**src/rtl/dcount_timer_pkg.sv**
```systemverilog
package dcount_timer_pkg;

  localparam int MODE_ADDR   = 0;
  localparam int COUNT_ADDR  = 1;
  localparam int RELOAD_ADDR = 2;

  // strobes from control to datapath, one cycle each
  typedef struct packed {
    logic rdEn;       // read access this cycle
    logic countWr;    // software write of the count
    logic reloadWr;   // software write of the reload value
    logic armLoad;    // auto-reload just switched on: copy reload into count
    logic tickDec;    // ordinary decrement
    logic termReload; // zero reached, refill from reload
    logic termStop;   // zero reached, park at zero
  } tmr_strobe_t;

endpackage

```
**src/rtl/dcount_timer_ctrl.sv**
```systemverilog
module dcount_timer_ctrl
  import dcount_timer_pkg::*;
#(
  parameter int DATA_W      = 32,
  parameter int ADDR_W      = 2,
  parameter int MAX_DIV_LOG = 4
) (
  input  logic              clk,
  input  logic              rst_n,
  input  logic              busSel,
  input  logic              busWr,
  input  logic [ADDR_W-1:0] busAddr,
  input  logic [3:0]        modeIn,    // {csel[1:0], reload, enable}
  input  logic [DATA_W-1:0] effCount,
  output tmr_strobe_t       strb,
  output logic [DATA_W-1:0] modeWord,
  output logic              irqPulse
);

  localparam int PRE_W    = MAX_DIV_LOG;
  localparam int SEL_CNT  = 4;

  logic             tcQ, enQ, rldQ;
  logic [1:0]       cselQ;
  logic [PRE_W-1:0] presc;
  logic [PRE_W-1:0] divLast;
  logic [PRE_W-1:0] divLastTab [SEL_CNT];

  logic modeAcc, modeWr, tick, terminal, armLoad;

  // terminal prescaler value per select code
  for (genvar s = 0; s < SEL_CNT; s++) begin : g_div
    if (s == 0) begin : g_every
      assign divLastTab[s] = '0;
    end else begin : g_scaled
      assign divLastTab[s] = PRE_W'((1 << (MAX_DIV_LOG - 3 + s)) - 1);
    end
  end

  assign divLast = divLastTab[cselQ];

  assign modeAcc = busSel && (busAddr == ADDR_W'(MODE_ADDR));
  assign modeWr  = modeAcc && busWr;
  assign armLoad = modeWr && modeIn[1] && !rldQ;

  assign tick     = enQ && (presc == divLast) && !armLoad;
  assign terminal = tick && (effCount <= DATA_W'(1));

  always_comb begin
    strb            = '0;
    strb.rdEn       = busSel && !busWr;
    strb.countWr    = busSel && busWr && (busAddr == ADDR_W'(COUNT_ADDR));
    strb.reloadWr   = busSel && busWr && (busAddr == ADDR_W'(RELOAD_ADDR));
    strb.armLoad    = armLoad;
    strb.tickDec    = tick && !terminal;
    strb.termReload = terminal && rldQ;
    strb.termStop   = terminal && !rldQ;
  end

  // tick divider: restarted by any mode write
  always_ff @(posedge clk or negedge rst_n) begin
    if (!rst_n) begin
      presc <= '0;
    end else if (modeWr || !enQ) begin
      presc <= '0;
    end else if (presc == divLast) begin
      presc <= '0;
    end else begin
      presc <= presc + PRE_W'(1);
    end
  end

  always_ff @(posedge clk or negedge rst_n) begin
    if (!rst_n) begin
      enQ   <= 1'b0;
      rldQ  <= 1'b0;
      cselQ <= 2'b00;
    end else if (modeWr) begin
      enQ   <= modeIn[0];
      rldQ  <= modeIn[1];
      cselQ <= modeIn[3:2];
    end else if (strb.termStop) begin
      enQ   <= 1'b0;
    end
  end

  // flag: access clears with priority over a same-cycle terminal event
  always_ff @(posedge clk or negedge rst_n) begin
    if (!rst_n) begin
      tcQ      <= 1'b0;
      irqPulse <= 1'b0;
    end else begin
      irqPulse <= terminal;
      if (modeAcc) begin
        tcQ <= 1'b0;
      end else if (terminal) begin
        tcQ <= 1'b1;
      end
    end
  end

  assign modeWord = DATA_W'({cselQ, 1'b0, rldQ, enQ, tcQ});

endmodule

```
**src/rtl/dcount_timer_dp.sv**
```systemverilog
module dcount_timer_dp
  import dcount_timer_pkg::*;
#(
  parameter int DATA_W = 32,
  parameter int ADDR_W = 2
) (
  input  logic              clk,
  input  logic              rst_n,
  input  tmr_strobe_t       strb,
  input  logic [ADDR_W-1:0] busAddr,
  input  logic [DATA_W-1:0] busWdata,
  input  logic [DATA_W-1:0] modeWord,
  output logic [DATA_W-1:0] effCount,
  output logic [DATA_W-1:0] countQ,
  output logic [DATA_W-1:0] busRdata
);

  logic [DATA_W-1:0] reloadQ;
  logic [DATA_W-1:0] loadValue;

  // a same-cycle count write is the value that gets decremented
  assign effCount  = strb.countWr  ? busWdata : countQ;
  // a same-cycle reload write feeds the transfer directly
  assign loadValue = strb.reloadWr ? busWdata : reloadQ;

  always_ff @(posedge clk or negedge rst_n) begin
    if (!rst_n) begin
      reloadQ <= '0;
    end else if (strb.reloadWr) begin
      reloadQ <= busWdata;
    end
  end

  always_ff @(posedge clk or negedge rst_n) begin
    if (!rst_n) begin
      countQ <= '0;
    end else if (strb.armLoad) begin
      countQ <= reloadQ;
    end else if (strb.termReload) begin
      countQ <= loadValue;
    end else if (strb.termStop) begin
      countQ <= '0;
    end else if (strb.tickDec) begin
      countQ <= effCount - DATA_W'(1);
    end else if (strb.countWr) begin
      countQ <= busWdata;
    end
  end

  always_comb begin
    busRdata = '0;
    if (strb.rdEn) begin
      case (busAddr)
        ADDR_W'(MODE_ADDR):   busRdata = modeWord;
        ADDR_W'(COUNT_ADDR):  busRdata = strb.termReload ? loadValue : countQ;
        ADDR_W'(RELOAD_ADDR): busRdata = reloadQ;
        default:              busRdata = '0;
      endcase
    end
  end

endmodule

```
**src/rtl/dcount_timer.sv**
```systemverilog
module dcount_timer
  import dcount_timer_pkg::*;
#(
  parameter int DATA_W      = 32,
  parameter int ADDR_W      = 2,
  parameter int MAX_DIV_LOG = 4
) (
  input  logic              clk,
  input  logic              rst_n,
  input  logic              busSel,
  input  logic              busWr,
  input  logic [ADDR_W-1:0] busAddr,
  input  logic [DATA_W-1:0] busWdata,
  output logic [DATA_W-1:0] busRdata,
  output logic              irqPulse
);

  tmr_strobe_t       strb;
  logic [DATA_W-1:0] modeWord;
  logic [DATA_W-1:0] effCount;
  logic [DATA_W-1:0] countQ;

  dcount_timer_ctrl #(
    .DATA_W(DATA_W), .ADDR_W(ADDR_W), .MAX_DIV_LOG(MAX_DIV_LOG)
  ) ctrl_i (
    .clk      (clk),
    .rst_n    (rst_n),
    .busSel   (busSel),
    .busWr    (busWr),
    .busAddr  (busAddr),
    .modeIn   ({busWdata[5:4], busWdata[2:1]}),
    .effCount (effCount),
    .strb     (strb),
    .modeWord (modeWord),
    .irqPulse (irqPulse)
  );

  dcount_timer_dp #(
    .DATA_W(DATA_W), .ADDR_W(ADDR_W)
  ) dp_i (
    .clk      (clk),
    .rst_n    (rst_n),
    .strb     (strb),
    .busAddr  (busAddr),
    .busWdata (busWdata),
    .modeWord (modeWord),
    .effCount (effCount),
    .countQ   (countQ),
    .busRdata (busRdata)
  );

endmodule

```
**config.mk**
```make
export PLATFORM = sky130hd
export DESIGN_NAME = dcount_timer
export DESIGN_NICKNAME = d
export VERILOG_FILES = /design/src/rtl/dcount_timer_pkg.sv /design/src/rtl/dcount_timer_ctrl.sv /design/src/rtl/dcount_timer_dp.sv /design/src/rtl/dcount_timer.sv
export SDC_FILE = /design/constraint.sdc
export NUM_CORES = 1
export LEC_CHECK = 0
export ABC_AREA = 1
export ABC_CLOCK_PERIOD_IN_PS = 2500
export BUFFER_PORTS_ARGS = -buffer_cell sky130_fd_sc_hd__clkbuf_2
export CAP_MARGIN = 20
export CORE_MARGIN = 3
export CORE_UTILIZATION = 33
export DETAILED_ROUTE_END_ITERATION = 6
export HOLD_SLACK_MARGIN = 0.02
export PLACE_DENSITY_LB_ADDON = 0.2
export SLEW_MARGIN = 20
export SYNTH_ARGS = -nofsm -noshare
export SYNTH_HDL_FRONTEND = slang
export SYNTH_SLANG_ARGS = --single-unit
```
**constraint.sdc**
```tcl
create_clock -name clk -period 2.5 [get_ports clk]
set_clock_uncertainty 0.2 [all_clocks]
set_input_delay 0.125 -clock clk [delete_from_list [all_inputs] [get_ports clk]]
set_output_delay 0.125 -clock clk [all_outputs]
set_load 0.05 [all_outputs]
```
==> results of run 1 <==
==> power by group <==
part / switching [mW] / internal [mW] / total (mW)
Sequential: 0.207 / 1.55 / 1.76
Clock: 0.588 / 0.812 / 1.40
Combinational: 2.14 / 1.62 / 3.76
Total: 2.94 / 3.98 / 6.92
==> cell families after synthesis <==
| group | after synthesis |
|---|---|
| simple gates | 621 |
| buf+inv | 166 |
| compound gates | 143 |
| flops | 74 |
| xor+xnor | 15 |
| fa+ha+maj | 3 |
==> per-stage QoR <==
step           instances  TNS [ns]  util (%)  setup slack [ns]  hold WS, ns
2_1_floorplan       1022     -2.14         -           -0.0963       -0.371
5_1_grt             1475    -21.93      53.7            -0.635       0.0852
4_1_cts             1471    -13.72      52.5            -0.476       0.0647
6_report            1475    -13.68      53.7            -0.494       0.0597
3_5_place_dp        1411     -7.46      47.5            -0.250      -0.0672
3_3_place_gp        1411     -6.38      47.5            -0.220      -0.0696
==> flip-flops by register name, indices dropped and copies added, names as in the netlist <==
register         count
ctrl_i.cselQ         2
ctrl_i.enQ           1
ctrl_i.irqPulse      1
ctrl_i.presc         4
ctrl_i.rldQ          1
ctrl_i.tcQ           1
dp_i.countQ         32
dp_i.reloadQ        32
==> timing repair <==
item / CTS / global route
resized for setup: 48 / 58
gates cloned: 1 / 1
buffers inserted: 9 / 8
pin swaps: 19 / 36
setup endpoints to repair: 32 / 62
hold buffers: 35 / 0
endpoints found under the hold margin: 111 / 0
==> how the worst max path moves through the flow <==
stage / slack, ns / end / startpoint
floorplan: -0.1 / busRdata[10] / busWr
global placement: -0.22 / busRdata[6] / busWr
detailed placement: -0.25 / busRdata[19] / busWr
CTS: -0.48 / busRdata[8] / dp_i.countQ[1]
global route: -0.63 / busRdata[10] / dp_i.countQ[1]
finish: -0.49 / busRdata[11] / dp_i.countQ[1]
==> routing by layer <==
| metal | GRT usage [%] | vias to the layer above | routed length, um |
|---|---|---|---|
| met5 | 0 | - | 0 |
| met4 | 6.59 | 0 | 398 |
| met3 | 2.41 | 24 | 772 |
| met2 | 34.4 | 155 | 9730 |
| met1 | 29.9 | 3295 | 10500 |
| li1 | - | 3637 | - |
==> placed cells by master (no fill, tap or decap), types with 3 or more instances in the layout <==
cell | synthesis | layout
nand2_1 | 383 | 330
o21ai_2 | 3 | 3
nand2_4 | 2 | 5
nand2_2 | 17 | 67
clkbuf_16 | 0 | 10
dfrtp_1 | 74 | 74
o21ai_1 | 22 | 21
buf_6 | 13 | 15
nor2_2 | 9 | 10
inv_2 | 10 | 13
a21oi_4 | 0 | 32
nor2_1 | 120 | 117
nand3_4 | 1 | 6
inv_1 | 111 | 106
nand4_1 | 16 | 16
buf_4 | 2 | 118
buf_12 | 0 | 46
clkbuf_2 | 0 | 37
xnor2_1 | 3 | 3
o21ai_0 | 49 | 48
nor2_4 | 5 | 7
nand3_1 | 42 | 25
inv_6 | 0 | 3
dlygate4sd3_1 | 0 | 35
xor2_1 | 12 | 12
nand3_2 | 20 | 32
a21oi_1 | 63 | 29
==> area by class of cell <==
| class | count | area (um2) | share of cell area, % |
|---|---|---|---|
| Multi-Input combinational cell | 782 | 4330 | 44.3 |
| Timing Repair Buffer | 252 | 2540 | 25.9 |
| Sequential cell | 74 | 1850 | 18.9 |
| Inverter | 122 | 465 | 4.76 |
| Tap cell | 229 | 287 | 2.93 |
| Clock buffer | 10 | 239 | 2.44 |
| Clock inverter | 6 | 72.6 | 0.742 |
==> worst max-delay path: cells and delay by family (launching register included) <==
kind	cells	cell delay [ns]
compound gates	2	0.27
fa+ha+maj	1	0.18
buf+inv	4	0.44
flops	1	0.37
simple gates	11	1.06
==> summary.txt, run 1 <==
SETUP PATH
------------------------------------------------------------------------------------------------------
Endpoint required time on the critical path                                                    2.17 ns
Worst-case reg-to-reg path depth                                                                    19
Arr. time, crit path                                                                           2.67 ns
Worst setup SP type                                                                           register
Capture point of the worst reg-to-reg path                                                dp_i.countQ[8]
Most numerous cell on the critical path                                                        nand2_1
Worst stage delay on the critical path                                                         0.37 ns
Ordered list of cells on the worst path                                                   inv_2, nand2_2, o21ai_4, ha_4, inv_2, nand2_1, nand2_1, nor2_1, nand2_1, nor2_4, nand3_4, nor2_4, buf_12, nand3_2, nand2_1, nand2_1, a21oi_4, buf_12
Slowest CP cell                                                                                dfrtp_1
Reg-to-Reg Start                                                                          dp_i.countQ[1]
Start-to-end type of the worst setup path                                                   reg -> out
Crit path capture type                                                                      output pin
Internal reg-to-reg setup slack                                                               -0.03 ns
Crit path max fanout                                                                                 8

POWER
------------------------------------------------------------------------------------------------------
Power Total                                                                                    6.92 mW
Maximum ir drop on the vdd rail                                                               0.363 mV
Leakage power of the design                                                                    4.62 nW
Pwr Density                                                                                 707 nW/um2

PLACE
------------------------------------------------------------------------------------------------------
Count of input and output buffers                                                                   70
Cell area after placement                                                                     8650 um2
Final RePlAce weighted congestion                                                                0.953
Post-detail-place hpwl                                                                         15.4 mm

SYNTH
------------------------------------------------------------------------------------------------------
Mux share of post-synthesis cell area                                                               0%
Number of enable-type register cells in the synthesized netlist                                      0
Synthesized-area fraction occupied by and/or/nand/nor cells                                      43.8%
Count leader, synth                                                                            nand2_1
Top cells by count, synth                                                                 nand2_1, nor2_1, inv_1, dfrtp_1, a21oi_1
Cell taking the most area after synthesis                                                      dfrtp_1
Sequential area share after synthesis                                                            29.8%
Compound-Gate Fraction of Synth Area                                                             11.9%
Most common flop cell mapped by yosys                                                          dfrtp_1
Area share of fa/ha/maj cells after synthesis                                                   0.604%
Number of standard cells after synthesis                                                          1022
Dominant combinational cell family by area after synthesis                                simple AND/OR/NAND/NOR gates
Mean Syn Cell Area                                                                            6.08 um2
Async set or reset register ratio after synthesis                                                 100%
Post-synthesis net count                                                                          1063
Synth unique cells                                                                                  34
Synthesized-area fraction occupied by xor and xnor cells                                         2.11%
Portion of synthesized cell area occupied by the leading cell type                               29.8%
Flip-flop and latch count after synthesis                                                           74
Area contributors post-synth                                                              dfrtp_1, nand2_1, nor2_1, inv_1, a21oi_1
Mapped Area                                                                                   6220 um2
Total of warnings raised by yosys                                                                    0

DIE
------------------------------------------------------------------------------------------------------
Height of the die                                                                               143 um
Floorplan Core Area                                                                          18200 um2
Total Die Area                                                                               20500 um2
Count of pins on the block boundary                                                                 71
Width of the die                                                                                143 um
Number of rows in the core area                                                                     49
Initial cell density of the core                                                                 34.1%

STA
------------------------------------------------------------------------------------------------------
Count of endpoints failing setup in the final report                                                34
Time the worst path needs with I/O delays and setup                                            2.99 ns
F_max                                                                                          334 MHz
Rel. slew slack                                                                                  57.6%
Final hold violations                                                                                0
Slew of the pin with the lowest slew margin                                                   0.636 ns
Unrepaired setup endpoints after global routing                                                   true
Crit share post-route                                                                             120%
Fin. max-slew vios                                                                                   0
Final worst setup slack                                                                      -0.494 ns

STATUS
------------------------------------------------------------------------------------------------------
Violations in the final reports                                                           setup timing
Outcome                                                                                   complete, but fails checks

CLOCKING
------------------------------------------------------------------------------------------------------
CTS tree                                                                                           yes
Clock transition at the register clock pins on the worst setup and hold paths after CTS        0.07 ns
Maximum level of the CTS H-tree                                                                      3
Buffer levels on the longest clock path                                                              2
Clock root buffer                                                                            clkbuf_16
Later-pin clock latency in the skew report                                                     0.35 ns
Clock sink count                                                                                    74
Number of clock buffers inserted by TritonCTS                                                        9

FINAL LAYOUT
------------------------------------------------------------------------------------------------------
Diode insertion count for antenna repair                                                             0
Share of final-layout standard cells stronger than drive strength 1                              33.6%
Post-route design area                                                                        9780 um2
Area growth from synthesis to layout                                                             57.4%
Fillers                                                                                           1755
Layout net count                                                                                  1282

GRT
------------------------------------------------------------------------------------------------------
Number of global-route vias before repair                                                         6946
Global route total overflow                                                                          0
Largest net degree at the start of global routing                                                   65
Number of antenna violations at the first check in global routing                                    0
Global-route wire length before repair                                                         34.9 mm
Aggregate global-route resource usage                                                            21.3%

HOLD PATH
------------------------------------------------------------------------------------------------------
Count of cells along the worst hold path                                                             7
Worst min-delay path category                                                                in -> reg
WHS Endpoint                                                                              dp_i.countQ[30]
Launch instance of the worst min-delay path                                               busWdata[30]

DRT
------------------------------------------------------------------------------------------------------
Length of the first detailed-routing pass in iterations                                              5
Initial detailed-routing violation count                                                           362
Total DRC errors in the routed layout                                                                0
Final wirelength                                                                               21.4 mm
Via total after detailed routing                                                                  7111
Post-DRT Antenna Nets                                                                                0
Detail-routed via count per cell                                                                  4.82
WL/cell                                                                                        14.5 um

JOB
------------------------------------------------------------------------------------------------------
Max Cap Viol                                                                                         0

(Power assumes the default switching activity.)
==> inputs of run 2 (changes only) <==
CORE_MARGIN = 2   (was 3)
==> run 2 against run 1 <==
  * The run still ends with setup timing left
  * Power grew 0.33%
  * Sequential share of layout area is essentially flat
  * First-iteration DRC count grew 1.9%
  * Sequential power is essentially flat
  * Global-route usage grew 0.73 points
  * Combinational power grew 2%
  * Cell area grew 0.19%
  * Critical endpoint is now busRdata[16]
  * Largest cell class unchanged
  * Largest power group unchanged
  * Highest routed layer unchanged
==> summary.txt, run 2 (synthesized netlist as in run 1, its figures left out) <==
FINAL LAYOUT
------------------------------------------------------------------------------------------------------
Area growth from synthesis to layout                                                             57.7%
Most common library cell in the layout ignoring fill and taps                                  nand2_1
Diode insertion count for antenna repair                                                             0
Share of final-layout standard cells stronger than drive strength 1                              35.0%
Biggest regs                                                                              dp_i.countQ x32, dp_i.reloadQ x32, ctrl_i.presc x4
End-of-flow core utilization                                                                     52.8%
Layout net count                                                                                  1274
Highest-count cells in the layout ignoring fill and taps                                  nand2_1, nor2_1, buf_4

PLACE
------------------------------------------------------------------------------------------------------
Final RePlAce weighted congestion                                                                0.918
Post-detail-place hpwl                                                                         15.4 mm
Count of input and output buffers                                                                   70

STA
------------------------------------------------------------------------------------------------------
Rel. slew slack                                                                                  56.8%
Final hold violations                                                                                0
Crit share post-route                                                                             118%
Fin. max-slew vios                                                                                   0
Slew of the pin with the lowest slew margin                                                   0.647 ns
Count of endpoints failing setup in the final report                                                33
Time the worst path needs with I/O delays and setup                                            2.96 ns
Unrepaired setup endpoints after global routing                                                   true
F_max                                                                                          338 MHz
Final worst setup slack                                                                      -0.459 ns

DIE
------------------------------------------------------------------------------------------------------
Floorplan Core Area                                                                          18600 um2
Count of pins on the block boundary                                                                 71
Number of rows in the core area                                                                     50
Height of the die                                                                               141 um
Width of the die                                                                                141 um
Total Die Area                                                                               20000 um2
Initial cell density of the core                                                                 33.5%

POWER
------------------------------------------------------------------------------------------------------
Maximum ir drop on the vdd rail                                                               0.393 mV
Pwr Density                                                                                 708 nW/um2
Leakage power of the design                                                                    4.60 nW
Power Total                                                                                    6.94 mW

STATUS
------------------------------------------------------------------------------------------------------
Violations in the final reports                                                           setup timing
Outcome                                                                                   complete, but fails checks

DRT
------------------------------------------------------------------------------------------------------
Initial detailed-routing violation count                                                           369
Total DRC errors in the routed layout                                                                0
Detail-routed via count per cell                                                                  4.78
Post-DRT Antenna Nets                                                                                0
Length of the first detailed-routing pass in iterations                                              4
WL/cell                                                                                        14.5 um
Via total after detailed routing                                                                  7031
Final wirelength                                                                               21.3 mm

CLOCKING
------------------------------------------------------------------------------------------------------
Maximum level of the CTS H-tree                                                                      3
Buffer levels on the longest clock path                                                              2
Later-pin clock latency in the skew report                                                     0.35 ns
Clock sink count                                                                                    74
Clock root buffer                                                                            clkbuf_16
Number of clock buffers inserted by TritonCTS                                                        9
CTS tree                                                                                           yes
Clock transition at the register clock pins on the worst setup and hold paths after CTS        0.06 ns

HOLD PATH
------------------------------------------------------------------------------------------------------
Worst min-delay path category                                                                in -> reg
Launch instance of the worst min-delay path                                                 busAddr[1]
Count of cells along the worst hold path                                                             3

GRT
------------------------------------------------------------------------------------------------------
Global-route wire length before repair                                                         34.9 mm
Number of antenna violations at the first check in global routing                                    0
Aggregate global-route resource usage                                                            22.0%
Global route total overflow                                                                          0
Number of global-route vias before repair                                                         6813
Largest net degree at the start of global routing                                                   65

SETUP PATH
------------------------------------------------------------------------------------------------------
Worst-case reg-to-reg path depth                                                                    19
Reg-to-Reg Start                                                                          dp_i.countQ[1]
Crit path max fanout                                                                                 8
Worst setup SP type                                                                           register
Start point of the critical path                                                          dp_i.countQ[1]
Endpoint required time on the critical path                                                    2.17 ns
Start-to-end type of the worst setup path                                                   reg -> out
Arr. time, crit path                                                                           2.63 ns
Crit path capture type                                                                      output pin

JOB
------------------------------------------------------------------------------------------------------
Max Cap Viol                                                                                         0

run 2: stage by stage:
stage | hold WS [ns] | cell area [um2] | TNS, ns | setup WS, ns | cells
4_1_cts | 0.0591 | 9500 | -12.85 | -0.475 | 1469
3_3_place_gp | -0.0732 | 8610 | -6.61 | -0.218 | 1411
6_report | 0.0615 | 9800 | -12.31 | -0.459 | 1470
2_1_floorplan | -0.371 | 6630 | -2.14 | -0.0963 | 1022
5_1_grt | 0.102 | 9800 | -20.14 | -0.660 | 1470
3_5_place_dp | -0.0702 | 8610 | -7.57 | -0.239 | 1411
run 2: worst paths after layout:
path | end | slack, ns
setup / recovery | busRdata[16] | -0.46
hold / removal | ctrl_i.tcQ | 0.06
setup reg to reg | dp_i.countQ[10] | -0.03
hold reg to reg | ctrl_i.presc[0] | 0.32
max in group asynchronous | dp_i.countQ[22] | 1.41
min in group asynchronous | ctrl_i.presc[3] | 0.08
run 2: power by group:
group	switching (mW)	internal [mW]
logic	2.19	1.66
clock network	0.523	0.813
registers	0.210	1.55
total	2.92	4.02
run 2: critical path: stages (launching register included):
cell,delay [ns]
dfrtp_1,0.37
inv_2,0.07
nand2_2,0.06
o21ai_4,0.09
ha_2,0.22
inv_2,0.03
nand2_1,0.05
nand2_1,0.05
nor2_1,0.10
nand2_1,0.09
nor2_4,0.13
nand3_4,0.09
nor2_4,0.19
buf_12,0.17
nand3_4,0.08
nand2_2,0.09
nand2_2,0.06
a21oi_4,0.17
buf_12,0.15
run 2: metal layers:
metal  share of wire (%)  GRT usage (%)  vias to the layer above  routed length [um]
li1                    -              -                     3604                   -
met1                  49           30.9                     3271               10500
met2                  46           35.8                      137                9760
met3                 3.4           2.58                       19                 717
met4                 1.5           6.37                        0                 313
met5                   0              0                        -                   0
run 2: cell type report:
| class | instances | area (um2) |
|---|---|---|
| flip-flops and latches | 74 | 1850 |
| clock inverters | 3 | 40.0 |
| well taps | 234 | 293 |
| repair buffers | 244 | 2480 |
| fillers | 1785 | 8780 |
| clock buffers | 11 | 253 |
| inverters | 122 | 470 |
| multi-input cells | 782 | 4410 |
run 2: repair_timing:
item	CTS	global route
pin swaps	16	43
buffers inserted	8	4
hold buffers	35	0
setup endpoints to repair	32	63
resized for setup	50	81
gates cloned	1	2
endpoints found under the hold margin	111	0
==> inputs of run 3 (changes only) <==
SYNTH_HIERARCHICAL = 1   (was default)
==> run 3 against run 2 <==
  * First-iteration DRC count fell by 18%
  * Global-route usage is 0.43 points higher
  * The run still ends with setup timing left
  * Wire length grew 2.5%
  * Combinational power decreased by 32%
==> summary.txt, run 3 <==
FINAL LAYOUT
------------------------------------------------------------------------------------------------------
Post-route design area                                                                        9900 um2
Layout net count                                                                                  1215
Area growth from synthesis to layout                                                             63.1%
Biggest regs                                                                              dp_i/countQ x32, dp_i/reloadQ x32, ctrl_i/presc x4
Count of placed standard cells in the final layout, fillers left out                              1409
Most common library cell in the layout ignoring fill and taps                                  nand2_1
Share of final-layout standard cells stronger than drive strength 1                              40.6%
Highest-count cells in the layout ignoring fill and taps                                  nand2_1, buf_4, nor2_1
Diode insertion count for antenna repair                                                             0

PLACE
------------------------------------------------------------------------------------------------------
Post-Place Setup Slack                                                                       -0.956 ns
Count of input and output buffers                                                                   70
Final RePlAce weighted congestion                                                                0.923
Cell area after placement                                                                     7950 um2
Post-detail-place hpwl                                                                         14.9 mm
Placed Instances                                                                                  1326

GRT
------------------------------------------------------------------------------------------------------
Global route total overflow                                                                          0
Aggregate global-route resource usage                                                            22.4%
Global-route wire length before repair                                                         34.9 mm
Number of antenna violations at the first check in global routing                                    0
Number of global-route vias before repair                                                         6712
Largest net degree at the start of global routing                                                   40

POWER
------------------------------------------------------------------------------------------------------
Fraction of power spent switching nets                                                           38.9%
Sw Pwr                                                                                         2.24 mW
Combinational Power Share                                                                        45.6%
Part of the power in the clock network                                                           24.6%
Power Total                                                                                    5.77 mW
Maximum ir drop on the vdd rail                                                               0.352 mV
Internal power contribution                                                                    3.53 mW
Pwr Density                                                                                 582 nW/um2
Power share of the sequential group                                                              29.8%
Leakage power of the design                                                                    4.69 nW

SETUP PATH
------------------------------------------------------------------------------------------------------
Start-to-end type of the worst setup path                                                    in -> out
Most numerous cell on the critical path                                                        nand2_1
Crit path capture type                                                                      output pin
Arr. time, crit path                                                                           2.79 ns
Crit path max fanout                                                                                 7
Slowest CP cell                                                                                 nor2_4
Worst stage delay on the critical path                                                         0.16 ns
Endpoint required time on the critical path                                                    2.17 ns
Internal reg-to-reg setup slack                                                               -0.17 ns
Worst setup SP type                                                                          input pin

JOB
------------------------------------------------------------------------------------------------------
Max Cap Viol                                                                                         0

CLOCKING
------------------------------------------------------------------------------------------------------
Later-pin clock latency in the skew report                                                     0.35 ns
Clock sink count                                                                                    74
CTS tree                                                                                           yes
Buffer levels on the longest clock path                                                              2
Clock root buffer                                                                            clkbuf_16
Maximum level of the CTS H-tree                                                                      3
Number of clock buffers inserted by TritonCTS                                                        9
Clock transition at the register clock pins on the worst setup and hold paths after CTS        0.06 ns

DIE
------------------------------------------------------------------------------------------------------
Count of pins on the block boundary                                                                 71
Initial cell density of the core                                                                 33.7%
Height of the die                                                                               140 um
Total Die Area                                                                               19500 um2
Floorplan Core Area                                                                          18000 um2
Width of the die                                                                                140 um
Number of rows in the core area                                                                     49

DRT
------------------------------------------------------------------------------------------------------
Final wirelength                                                                               21.9 mm
Detail-routed via count per cell                                                                  4.96
Initial detailed-routing violation count                                                           301
Post-DRT Antenna Nets                                                                                0
Via total after detailed routing                                                                  6993
Total DRC errors in the routed layout                                                                0
WL/cell                                                                                        15.5 um
Length of the first detailed-routing pass in iterations                                              5

STA
------------------------------------------------------------------------------------------------------
Final hold violations                                                                                0
Final worst setup slack                                                                      -0.614 ns
Slew of the pin with the lowest slew margin                                                   0.967 ns
Count of endpoints failing setup in the final report                                                63
Unrepaired setup endpoints after global routing                                                   true
Time the worst path needs with I/O delays and setup                                            3.11 ns
Worst slack on hold paths                                                                    0.0465 ns
F_max                                                                                          321 MHz
Fin. max-slew vios                                                                                   0
Crit share post-route                                                                             125%
Rel. slew slack                                                                                  35.5%

SYNTH
------------------------------------------------------------------------------------------------------
Number of enable-type register cells in the synthesized netlist                                      0
Synth unique cells                                                                                  36
Cell taking the most area after synthesis                                                      dfrtp_1
Portion of synthesized cell area occupied by the leading cell type                               30.5%
Area contributors post-synth                                                              dfrtp_1, nand2_1, nor2_1, a21oi_1, inv_1
Top cells by count, synth                                                                 nand2_1, nor2_1, inv_1, a21oi_1, dfrtp_1
Count leader, synth                                                                            nand2_1
Sequential area share after synthesis                                                            30.5%
Most common flop cell mapped by yosys                                                          dfrtp_1
Total of warnings raised by yosys                                                                    6
Number of standard cells after synthesis                                                           962
Async set or reset register ratio after synthesis                                                 100%
Mapped Area                                                                                   6070 um2
Flip-flop and latch count after synthesis                                                           74
Mean Syn Cell Area                                                                            6.31 um2

STATUS
------------------------------------------------------------------------------------------------------
Violations in the final reports                                                           setup timing
Outcome                                                                                   complete, but fails checks

HOLD PATH
------------------------------------------------------------------------------------------------------
Worst min-delay path category                                                                in -> reg

==> run 3: cells by family (layout without fill, tap and decap cells) <==
group | Yosys count | after routing | synth area share [%]
xor+xnor | 2 | 2 | 0.289
flops | 74 | 74 | 30.5
buf+inv | 173 | 365 | 13.9
simple gates | 533 | 533 | 37.8
compound gates | 177 | 177 | 17.0
other cells | 1 | 27 | 0.0618
fa+ha+maj | 2 | 2 | 0.412
==> run 3: cell type report <==
class                   count  area (um2)
multi-input cells         741        4450
fillers                  1745        8120
inverters                  97         400
clock inverters             6        80.1
repair buffers            252        2600
clock buffers              10         239
flip-flops and latches     74        1850
well taps                 229         287
==> run 3: timing repair <==
action | in CTS | in global routing
hold endpoints to repair | 110 | 0
setup buffers | 15 | 12
endpoints found under the setup margin | 64 | 64
gates cloned | 5 | 3
hold buffers | 35 | 0
resized for setup | 160 | 108
pin swaps | 43 | 44
==> run 3: path summary, 6_finish.rpt <==
kind | from | to | depth (start not counted)
setup / recovery | busSel | busRdata[14] | 25
hold / removal | busAddr[0] | ctrl_i/tcQ | 4
setup reg to reg | dp_i/countQ[12] | dp_i/countQ[24] | 20
hold reg to reg | ctrl_i/tcQ | ctrl_i/tcQ | 2
max in group asynchronous | rst_n | dp_i/reloadQ[19] | 3
min in group asynchronous | rst_n | ctrl_i/presc[3] | 2
==> run 3: worst max-delay path, delay by kind of cell <==
kind                   cells  cell delay, ns
AND/OR/NAND/NOR           12            1.03
buffers and inverters     10            1.34
AO/OA/AOI/OAI              3            0.27
==> run 3: per-stage QoR <==
| stage | TNS [ns] | utilization [%] |
|---|---|---|
| 5_1_grt | -35.07 | 54.9 |
| 6_report | -23.18 | 54.9 |
| 3_3_place_gp | -48.11 | 44.1 |
| 2_1_floorplan | -11.76 | - |
| 4_1_cts | -18.89 | 52.7 |
| 3_5_place_dp | -52.09 | 44.1 |
==> run 3: metal layers <==
| layer | vias up | global-route usage [%] | part of all wire, % |
|---|---|---|---|
| li1 | 3503 | - | - |
| met2 | 180 | 36.0 | 47 |
| met4 | 0 | 6.79 | 1.6 |
| met5 | - | 0 | 0 |
| met1 | 3285 | 31.0 | 46 |
| met3 | 25 | 3.89 | 5.5 |
==> run 3: power by group through the flow <==
stage,combinational [mW],sequential [mW],clock [mW]
floorplan,1.49,1.64,0
global placement,2.24,1.69,0
detailed placement,2.26,1.69,0
CTS,2.50,1.69,1.45
global route,2.89,1.75,1.50
finish,2.63,1.72,1.42
